`src/rtl/i2c_regport_pkg.sv`:
```
package i2c_regport_pkg;
  localparam int BYTE_W    = 8;
  localparam int BITCNT_W  = 4;
  localparam logic [4:0] ID_PREFIX_DEF = 5'b10100;

  typedef enum logic [2:0] {
    PH_IDLE,
    PH_ID,
    PH_ADDR,
    PH_WDATA,
    PH_RDATA,
    PH_SKIP
  } phase_t;
endpackage

```
`src/rtl/i2cr_line_filter.sv`:
```
module i2cr_line_filter #(
  parameter int SYNC_STAGES = 2,
  parameter int FILT_CYCLES = 3
) (
  input  logic clk,
  input  logic rst,
  input  logic line_i,
  output logic line_o
);
  localparam int CW = (FILT_CYCLES < 2) ? 1 : $clog2(FILT_CYCLES);

  logic [SYNC_STAGES-1:0] sync_q;
  logic                   sync_s;
  logic [CW-1:0]          cnt_q;

  assign sync_s = sync_q[SYNC_STAGES-1];

  always_ff @(posedge clk) begin
    if (rst) sync_q <= '1;
    else     sync_q <= (sync_q << 1) | SYNC_STAGES'(line_i);
  end

  // output follows the synchronised line only after it has differed
  // for FILT_CYCLES consecutive clocks
  always_ff @(posedge clk) begin
    if (rst) begin
      cnt_q  <= '0;
      line_o <= 1'b1;
    end else if (sync_s == line_o) begin
      cnt_q <= '0;
    end else if (cnt_q == CW'(FILT_CYCLES - 1)) begin
      line_o <= sync_s;
      cnt_q  <= '0;
    end else begin
      cnt_q <= cnt_q + 1'b1;
    end
  end

  if (FILT_CYCLES >= 2) begin : g_chk
    assert_filter_hold_R2: assert property (@(posedge clk) disable iff (rst)
      !$stable(line_o) |-> ($past(sync_s) == line_o && $past(sync_s, 2) == line_o));
  end
endmodule

```
`src/rtl/i2cr_bus_cond.sv`:
```
module i2cr_bus_cond (
  input  logic clk,
  input  logic rst,
  input  logic scl_i,
  input  logic sda_i,
  output logic start_o,
  output logic stop_o,
  output logic rise_o,
  output logic fall_o
);
  logic scl_q, sda_q;

  always_ff @(posedge clk) begin
    if (rst) begin
      scl_q <= 1'b1;
      sda_q <= 1'b1;
    end else begin
      scl_q <= scl_i;
      sda_q <= sda_i;
    end
  end

  assign start_o = scl_i & scl_q & sda_q & ~sda_i;
  assign stop_o  = scl_i & scl_q & ~sda_q & sda_i;
  assign rise_o  = scl_i & ~scl_q;
  assign fall_o  = ~scl_i & scl_q;
endmodule

```
`src/rtl/i2cr_powerup_gate.sv`:
```
module i2cr_powerup_gate #(
  parameter int PWRUP_CYCLES = 1000
) (
  input  logic clk,
  input  logic rst,
  output logic ready_o
);
  localparam int CW = ($clog2(PWRUP_CYCLES + 1) < 1) ? 1 : $clog2(PWRUP_CYCLES + 1);

  logic [CW-1:0] cnt_q;

  always_ff @(posedge clk) begin
    if (rst) begin
      cnt_q   <= '0;
      ready_o <= 1'b0;
    end else if (cnt_q == CW'(PWRUP_CYCLES)) begin
      ready_o <= 1'b1;
    end else begin
      cnt_q <= cnt_q + 1'b1;
    end
  end

  assert_ready_sticky_R1: assert property (@(posedge clk) disable iff (rst)
    ready_o |=> ready_o);
endmodule

```
`src/rtl/i2c_regport.sv`:
```
module i2c_regport
  import i2c_regport_pkg::*;
#(
  parameter int SYNC_STAGES  = 2,
  parameter int FILT_CYCLES  = 3,
  parameter int PWRUP_CYCLES = 1000,
  parameter logic [BYTE_W-1:0] WIPER_ADDR = 8'h00,
  parameter logic [BYTE_W-1:0] CTRL_ADDR  = 8'h10,
  parameter logic [4:0] ID_PREFIX = ID_PREFIX_DEF
) (
  input  logic              clk,
  input  logic              rst,
  input  logic              scl_i,
  input  logic              sda_i,
  input  logic [1:0]        strap_i,
  output logic              sda_oe_o,
  output logic              reg_wr_en_o,
  output logic [BYTE_W-1:0] reg_addr_o,
  output logic [BYTE_W-1:0] reg_wdata_o,
  input  logic [BYTE_W-1:0] reg_rdata_i
);
  localparam int NLINES = 2;
  localparam logic [BITCNT_W-1:0] LAST_BIT = BITCNT_W'(BYTE_W);

  logic [NLINES-1:0] raw_w, filt_w;
  logic scl_f, sda_f;
  logic start_w, stop_w, rise_w, fall_w, ready_w;

  assign raw_w = {scl_i, sda_i};

  for (genvar g = 0; g < NLINES; g++) begin : g_line
    i2cr_line_filter #(
      .SYNC_STAGES(SYNC_STAGES),
      .FILT_CYCLES(FILT_CYCLES)
    ) u_filt (
      .clk   (clk),
      .rst   (rst),
      .line_i(raw_w[g]),
      .line_o(filt_w[g])
    );
  end

  assign scl_f = filt_w[1];
  assign sda_f = filt_w[0];

  i2cr_bus_cond u_cond (
    .clk    (clk),
    .rst    (rst),
    .scl_i  (scl_f),
    .sda_i  (sda_f),
    .start_o(start_w),
    .stop_o (stop_w),
    .rise_o (rise_w),
    .fall_o (fall_w)
  );

  i2cr_powerup_gate #(.PWRUP_CYCLES(PWRUP_CYCLES)) u_pwr (
    .clk    (clk),
    .rst    (rst),
    .ready_o(ready_w)
  );

  phase_t              phase_q;
  logic [BITCNT_W-1:0] bitcnt_q;
  logic                in_ack_q, rw_q, nack_q, wr_en_q, sda_oe_q;
  logic [BYTE_W-1:0]   shreg_q, tx_q, addr_q, wdata_q;
  logic                addr_hit;
  logic [BYTE_W-1:0]   rd_mux;
  logic                rx_phase;

  assign addr_hit = (addr_q == WIPER_ADDR) || (addr_q == CTRL_ADDR);
  assign rd_mux   = addr_hit ? reg_rdata_i : '0;
  assign rx_phase = (phase_q == PH_ID) || (phase_q == PH_ADDR) || (phase_q == PH_WDATA);

  always_ff @(posedge clk) begin
    if (rst) begin
      phase_q  <= PH_IDLE;
      bitcnt_q <= '0;
      in_ack_q <= 1'b0;
      rw_q     <= 1'b0;
      nack_q   <= 1'b0;
      wr_en_q  <= 1'b0;
      sda_oe_q <= 1'b0;
      shreg_q  <= '0;
      tx_q     <= '0;
      addr_q   <= '0;
      wdata_q  <= '0;
    end else begin
      wr_en_q <= 1'b0;
      if (start_w && ready_w) begin
        phase_q  <= PH_ID;
        bitcnt_q <= '0;
        in_ack_q <= 1'b0;
        sda_oe_q <= 1'b0;
      end else if (stop_w) begin
        phase_q  <= PH_IDLE;
        in_ack_q <= 1'b0;
        sda_oe_q <= 1'b0;
      end else if (rx_phase && !in_ack_q) begin
        // receiving eight bits, sampled on SCL rise
        if (rise_w && bitcnt_q < LAST_BIT) begin
          shreg_q  <= {shreg_q[BYTE_W-2:0], sda_f};
          bitcnt_q <= bitcnt_q + 1'b1;
        end else if (fall_w && bitcnt_q == LAST_BIT) begin
          case (phase_q)
            PH_ID: begin
              if (shreg_q[BYTE_W-1:1] == {ID_PREFIX, strap_i}) begin
                rw_q     <= shreg_q[0];
                sda_oe_q <= 1'b1;
                in_ack_q <= 1'b1;
              end else begin
                phase_q <= PH_SKIP;
              end
            end
            PH_ADDR: begin
              addr_q   <= shreg_q;
              sda_oe_q <= 1'b1;
              in_ack_q <= 1'b1;
            end
            default: begin
              wdata_q  <= shreg_q;
              sda_oe_q <= 1'b1;
              in_ack_q <= 1'b1;
            end
          endcase
        end
      end else if (rx_phase) begin
        // slave acknowledge clock
        if (rise_w && phase_q == PH_WDATA && addr_hit) begin
          wr_en_q <= 1'b1;
        end else if (fall_w) begin
          in_ack_q <= 1'b0;
          bitcnt_q <= '0;
          case (phase_q)
            PH_ID: begin
              if (rw_q) begin
                phase_q  <= PH_RDATA;
                tx_q     <= rd_mux;
                sda_oe_q <= ~rd_mux[BYTE_W-1];
              end else begin
                phase_q  <= PH_ADDR;
                sda_oe_q <= 1'b0;
              end
            end
            PH_ADDR: begin
              phase_q  <= PH_WDATA;
              sda_oe_q <= 1'b0;
            end
            default: begin
              phase_q  <= PH_SKIP;
              sda_oe_q <= 1'b0;
            end
          endcase
        end
      end else if (phase_q == PH_RDATA && !in_ack_q) begin
        // transmitting, next bit placed after each SCL fall
        if (rise_w) begin
          bitcnt_q <= bitcnt_q + 1'b1;
        end else if (fall_w && bitcnt_q == LAST_BIT) begin
          sda_oe_q <= 1'b0;
          in_ack_q <= 1'b1;
        end else if (fall_w && bitcnt_q != '0) begin
          tx_q     <= {tx_q[BYTE_W-2:0], 1'b0};
          sda_oe_q <= ~tx_q[BYTE_W-2];
        end
      end else if (phase_q == PH_RDATA) begin
        // host acknowledge clock
        if (rise_w) begin
          nack_q <= sda_f;
        end else if (fall_w) begin
          in_ack_q <= 1'b0;
          bitcnt_q <= '0;
          if (nack_q) begin
            phase_q  <= PH_SKIP;
            sda_oe_q <= 1'b0;
          end else begin
            tx_q     <= rd_mux;
            sda_oe_q <= ~rd_mux[BYTE_W-1];
          end
        end
      end
    end
  end

  assign sda_oe_o    = sda_oe_q;
  assign reg_wr_en_o = wr_en_q;
  assign reg_addr_o  = addr_q;
  assign reg_wdata_o = wdata_q;

  assert_quiet_powerup_R1: assert property (@(posedge clk) disable iff (rst)
    !ready_w |-> (phase_q == PH_IDLE && !sda_oe_o));

  assert_skip_silent_R4: assert property (@(posedge clk) disable iff (rst)
    (phase_q == PH_SKIP) |-> !sda_oe_o);

  assert_wr_single_R5: assert property (@(posedge clk) disable iff (rst)
    reg_wr_en_o |=> !reg_wr_en_o);

  assert_wr_mapped_R6: assert property (@(posedge clk) disable iff (rst)
    reg_wr_en_o |-> (reg_addr_o == WIPER_ADDR || reg_addr_o == CTRL_ADDR));

  assert_oe_scl_low_R9: assert property (@(posedge clk) disable iff (rst)
    !$stable(sda_oe_o) |-> (!$past(scl_f) || $past(start_w) || $past(stop_w)));

  assert_stop_idle_R10: assert property (@(posedge clk) disable iff (rst)
    stop_w |=> (phase_q == PH_IDLE && !sda_oe_o));
endmodule

```
`config.mk`:
```
export PLATFORM = sky130hd
export DESIGN_NAME = i2c_regport
export DESIGN_NICKNAME = d
export VERILOG_FILES = /design/src/rtl/i2c_regport_pkg.sv /design/src/rtl/i2cr_line_filter.sv /design/src/rtl/i2cr_bus_cond.sv /design/src/rtl/i2cr_powerup_gate.sv /design/src/rtl/i2c_regport.sv
export SDC_FILE = /design/constraint.sdc
export NUM_CORES = 1
export LEC_CHECK = 0
export ABC_AREA = 1
export BUFFER_PORTS_ARGS = -buffer_cell sky130_fd_sc_hd__buf_2
export CAP_MARGIN = 20
export CORE_MARGIN = 3
export CORE_UTILIZATION = 54
export DETAILED_ROUTE_END_ITERATION = 16
export PLACE_DENSITY = 0.83
export SETUP_SLACK_MARGIN = 0.3
export SLEW_MARGIN = 10
export SYNTH_ARGS = -nofsm -noshare
export SYNTH_HDL_FRONTEND = slang
export SYNTH_SLANG_ARGS = --single-unit
```
`constraint.sdc`:
```
create_clock -name clk -period 2.4 [get_ports clk]
set_clock_uncertainty 0.15 [all_clocks]
set_input_delay 0.12 -clock clk [delete_from_list [all_inputs] [get_ports clk]]
set_output_delay 0.12 -clock clk [all_outputs]
set_load 0.005 [all_outputs]
```
==> metrics.md <==
| Metric | Value |
|---|---|
| Top cells by area, synth | `dfxtp_1 (41%), nand2_1 (11%), a21oi_1 (8.1%), nor2_1 (6.8%), o21ai_0 (6.3%)` |
| Fmax | `514 MHz` |
| Most instantiated cells after synthesis | `nand2_1 (90), dfxtp_1 (66), nor2_1 (58)` |
| Via density | `5.18` |
| H-tree levels | `3` |
| Slew Viols, Final | `0` |
| Crit path required time | `2.53 ns` |
| Max-Cap Viols | `0` |
| Final Hold Fails | `0` |
| CTS tree | `built` |
| Die width | `82.9 um` |
| Vias in the first global route | `2812` |
| Fin nets | `a little over 500` |
| Status | `completed` |
| Max-slew headroom | `approximately three quarters` |
| Setup CP Type | `reg2reg` |
| Die Span Y | `82.9 um` |
| CTS clock-pin slew for the worst setup and hold paths | `0.08 ns` |
| LEAKAGE | `1.55 nW` |
| Gr usage total | `between 20% and 30%` |
| Initial Utilization | `a little under three fifths` |
| Post-CTS setup buffers | `0` |
| WL per Instance | `11.7 um` |
| Total Neg Setup Slack | `0 ns` |
| Overall power | `2.23 mW` |
| Row count | `27` |
| Starting DRT DRC Count | `149` |
| Post-synth cell types | `35` |
| Worst-Skew Late Latency | `0.35 ns` |
| N_diodes | `0` |
| Worst Tran Pin Value | `0.390 ns` |
| Layout cell share with drive strength beyond 1 | `between 10% and 20%` |
| Total gr overflow | `0` |
| Register area share after synthesis | `about 41%` |
| CTS Root Buffer Type | `clkbuf_8` |
| CP Max Fanout | `12` |
| First-pass GRT wire length | `11800 um` |
| Largest net degree at the start of global routing | `28` |
| IO Port Bufs | `31` |
| Average size of a mapped cell | `7.07 um2` |
| Drt pass-1 iters | `7` |
| Minimum clock period | `1.94 ns` |
| Setup violations, final | `0` |
| Main flop type after synthesis | `dfxtp_1` |
| Num CTS Buffers | `9` |
| Seq cells post-synth | `66` |
| Antenna viol nets, final | `0` |
| P&R area growth vs syn | `13.7%` |
| Die Area | `a little under 0.007 mm2` |
| WP data arrival | `2.07 ns` |
| Initial antenna violation count | `0` |
| Post-DP HPWL | `4790 um` |
| Fillers | `502` |
| Area leader, netlist | `dfxtp_1` |
| Most frequent cell after synthesis | `nand2_1` |
| Unrepaired setup endpoints after global routing | `true` |
| Clock Sinks | `66` |
| EDFF count, synth | `0` |
| Syn Nets | `roughly 470` |
| Synthesis Warnings | `0` |
| Final period utilization | `around four fifths` |
| Hold depth | `5` |
| Final wirelength | `~6600 um` |
| Share of the synthesized area in the top cell type | `41.4%` |
| GPL Wtd Cong | `slightly below 1` |
| Core area | `0.00561 mm2` |
| Post-synth ARST share | `0%` |
| PD cells | `613 mW/mm2` |
| Mapped cell area | `0.00319 mm2` |
| I/O pins | `32` |
| Cells on worst reg2reg path | `10` |
| Critical Path Source Type | `register` |
| Clock Path Buffers | `2` |
| Syn Inst Count | `452` |
| Via Count | `2934` |
| DRC | `0` |
| Worst min path class | `in2reg` |
| CP endpoint kind | `register` |
| IR Drop Worst-Case VDD | `0.000664 V` |
-- sequential cells by signal, indices dropped and copies added (netlist names), 3 cells and up --
signal                cells
phase_q                   3
reg_wdata_o               8
tx_q                      7
reg_addr_o                8
bitcnt_q                  4
u_pwr.cnt_q              10
g_line.u_filt.sync_q      4
shreg_q                   8
g_line.u_filt.cnt_q       4
-- repair_timing --
action | 4_1_cts | 5_1_grt
endpoints found under the setup margin | 0 | 9
hold endpoints to repair | 4 | 0
hold buffers | 4 | 0
resized for setup | 0 | 3
-- placed cells by master, fill, tap and decap left out, types with 2 or more instances in the layout --
cell type      netlist  layout
nor2_1              58      58
a21oi_1             52      52
or2_2                5       5
nand2_1             90      87
inv_1               50      50
o21a_1               3       3
nor3_1               5       5
o21ai_0             40      40
o21ai_1             11      11
nand3_4              2       2
buf_4                1       3
dfxtp_1             66      66
nor2_2               3       3
clkinv_2             1       2
nor2_4               5       5
nand3_1             21      21
nand4_1              2       2
ha_1                 6       6
buf_2                2      31
clkbuf_8             0      10
xor2_1               2       2
nand2_2              3       6
dlygate4sd3_1        0       4
inv_2                5       5
-- where the power goes --
part	leakage, nW	total (mW)	internal, mW	switching, mW
registers	0.533	1.13	1.11	0.0160
clock network	0.0958	0.925	0.504	0.421
logic	0.923	0.175	0.0658	0.109
-- worst max-delay path, stage by stage (launching register included) --
cell      delay [ns]
dfxtp_1         0.36
inv_1           0.09
ha_1            0.15
inv_1           0.04
nor2_1          0.15
nand3_2         0.16
nor2_4          0.22
nand3_4         0.13
clkinv_2        0.16
o21ai_0         0.10
a21oi_1         0.14
-- final cells by class --
cell class / count / area [um2] / share of cell area [%]
Timing Repair Buffer: 38 / 218 / 5.99
Multi-Input combinational cell: 318 / 1600 / 43.9
Clock inverter: 4 / 51.3 / 1.41
Inverter: 57 / 215 / 5.92
Sequential cell: 66 / 1320 / 36.4
Tap cell: 72 / 90.1 / 2.48
Clock buffer: 11 / 141 / 3.89
-- through the flow --
stage                     cell area (um2)  hold WS, ns  setup slack, ns  std cells  util (%)
final                                3630      0.00782            0.456        566      64.8
after CTS                            3620     0.000497            0.410        566      64.6
after detailed placement             3390        0.156            0.415        547      60.5
after global placement               3390        0.153            0.504        547      60.5
after floorplan                      3190       0.0738            0.685        452         -
after global routing                 3630       0.0453            0.292        566      64.8
-- routing by layer --
| metal | vias to the layer above | GRT usage, % | wire, um |
|---|---|---|---|
| met4 | 0 | 9.81 | 148 |
| met5 | - | 0 | 0 |
| li1 | 1529 | - | - |
| met2 | 62 | 34.8 | 3030 |
| met1 | 1328 | 24.0 | 3170 |
| met3 | 15 | 4.76 | 249 |
-- cells by family after synthesis --
logic type,synth area share [%]
adder cells (fa/ha/maj),2.35
AND/OR/NAND/NOR,28.8
buffers and inverters,8.93
AO/OA/AOI/OAI,18.0
XOR/XNOR,0.548
flip-flops,41.4
-- final timing paths --
kind / end / start / slack, ns
worst max register to register: reg_wdata_o[1] / bitcnt_q[0] / 0.46
worst min-delay path: tx_q[1] / reg_rdata_i[1] / 0.008
worst min register to register: g_line[0].u_filt.sync_q[1] / g_line[0].u_filt.sync_q[0] / 0.26
worst max-delay path: reg_wdata_o[1] / bitcnt_q[0] / 0.46
(Power assumes the default switching activity.)
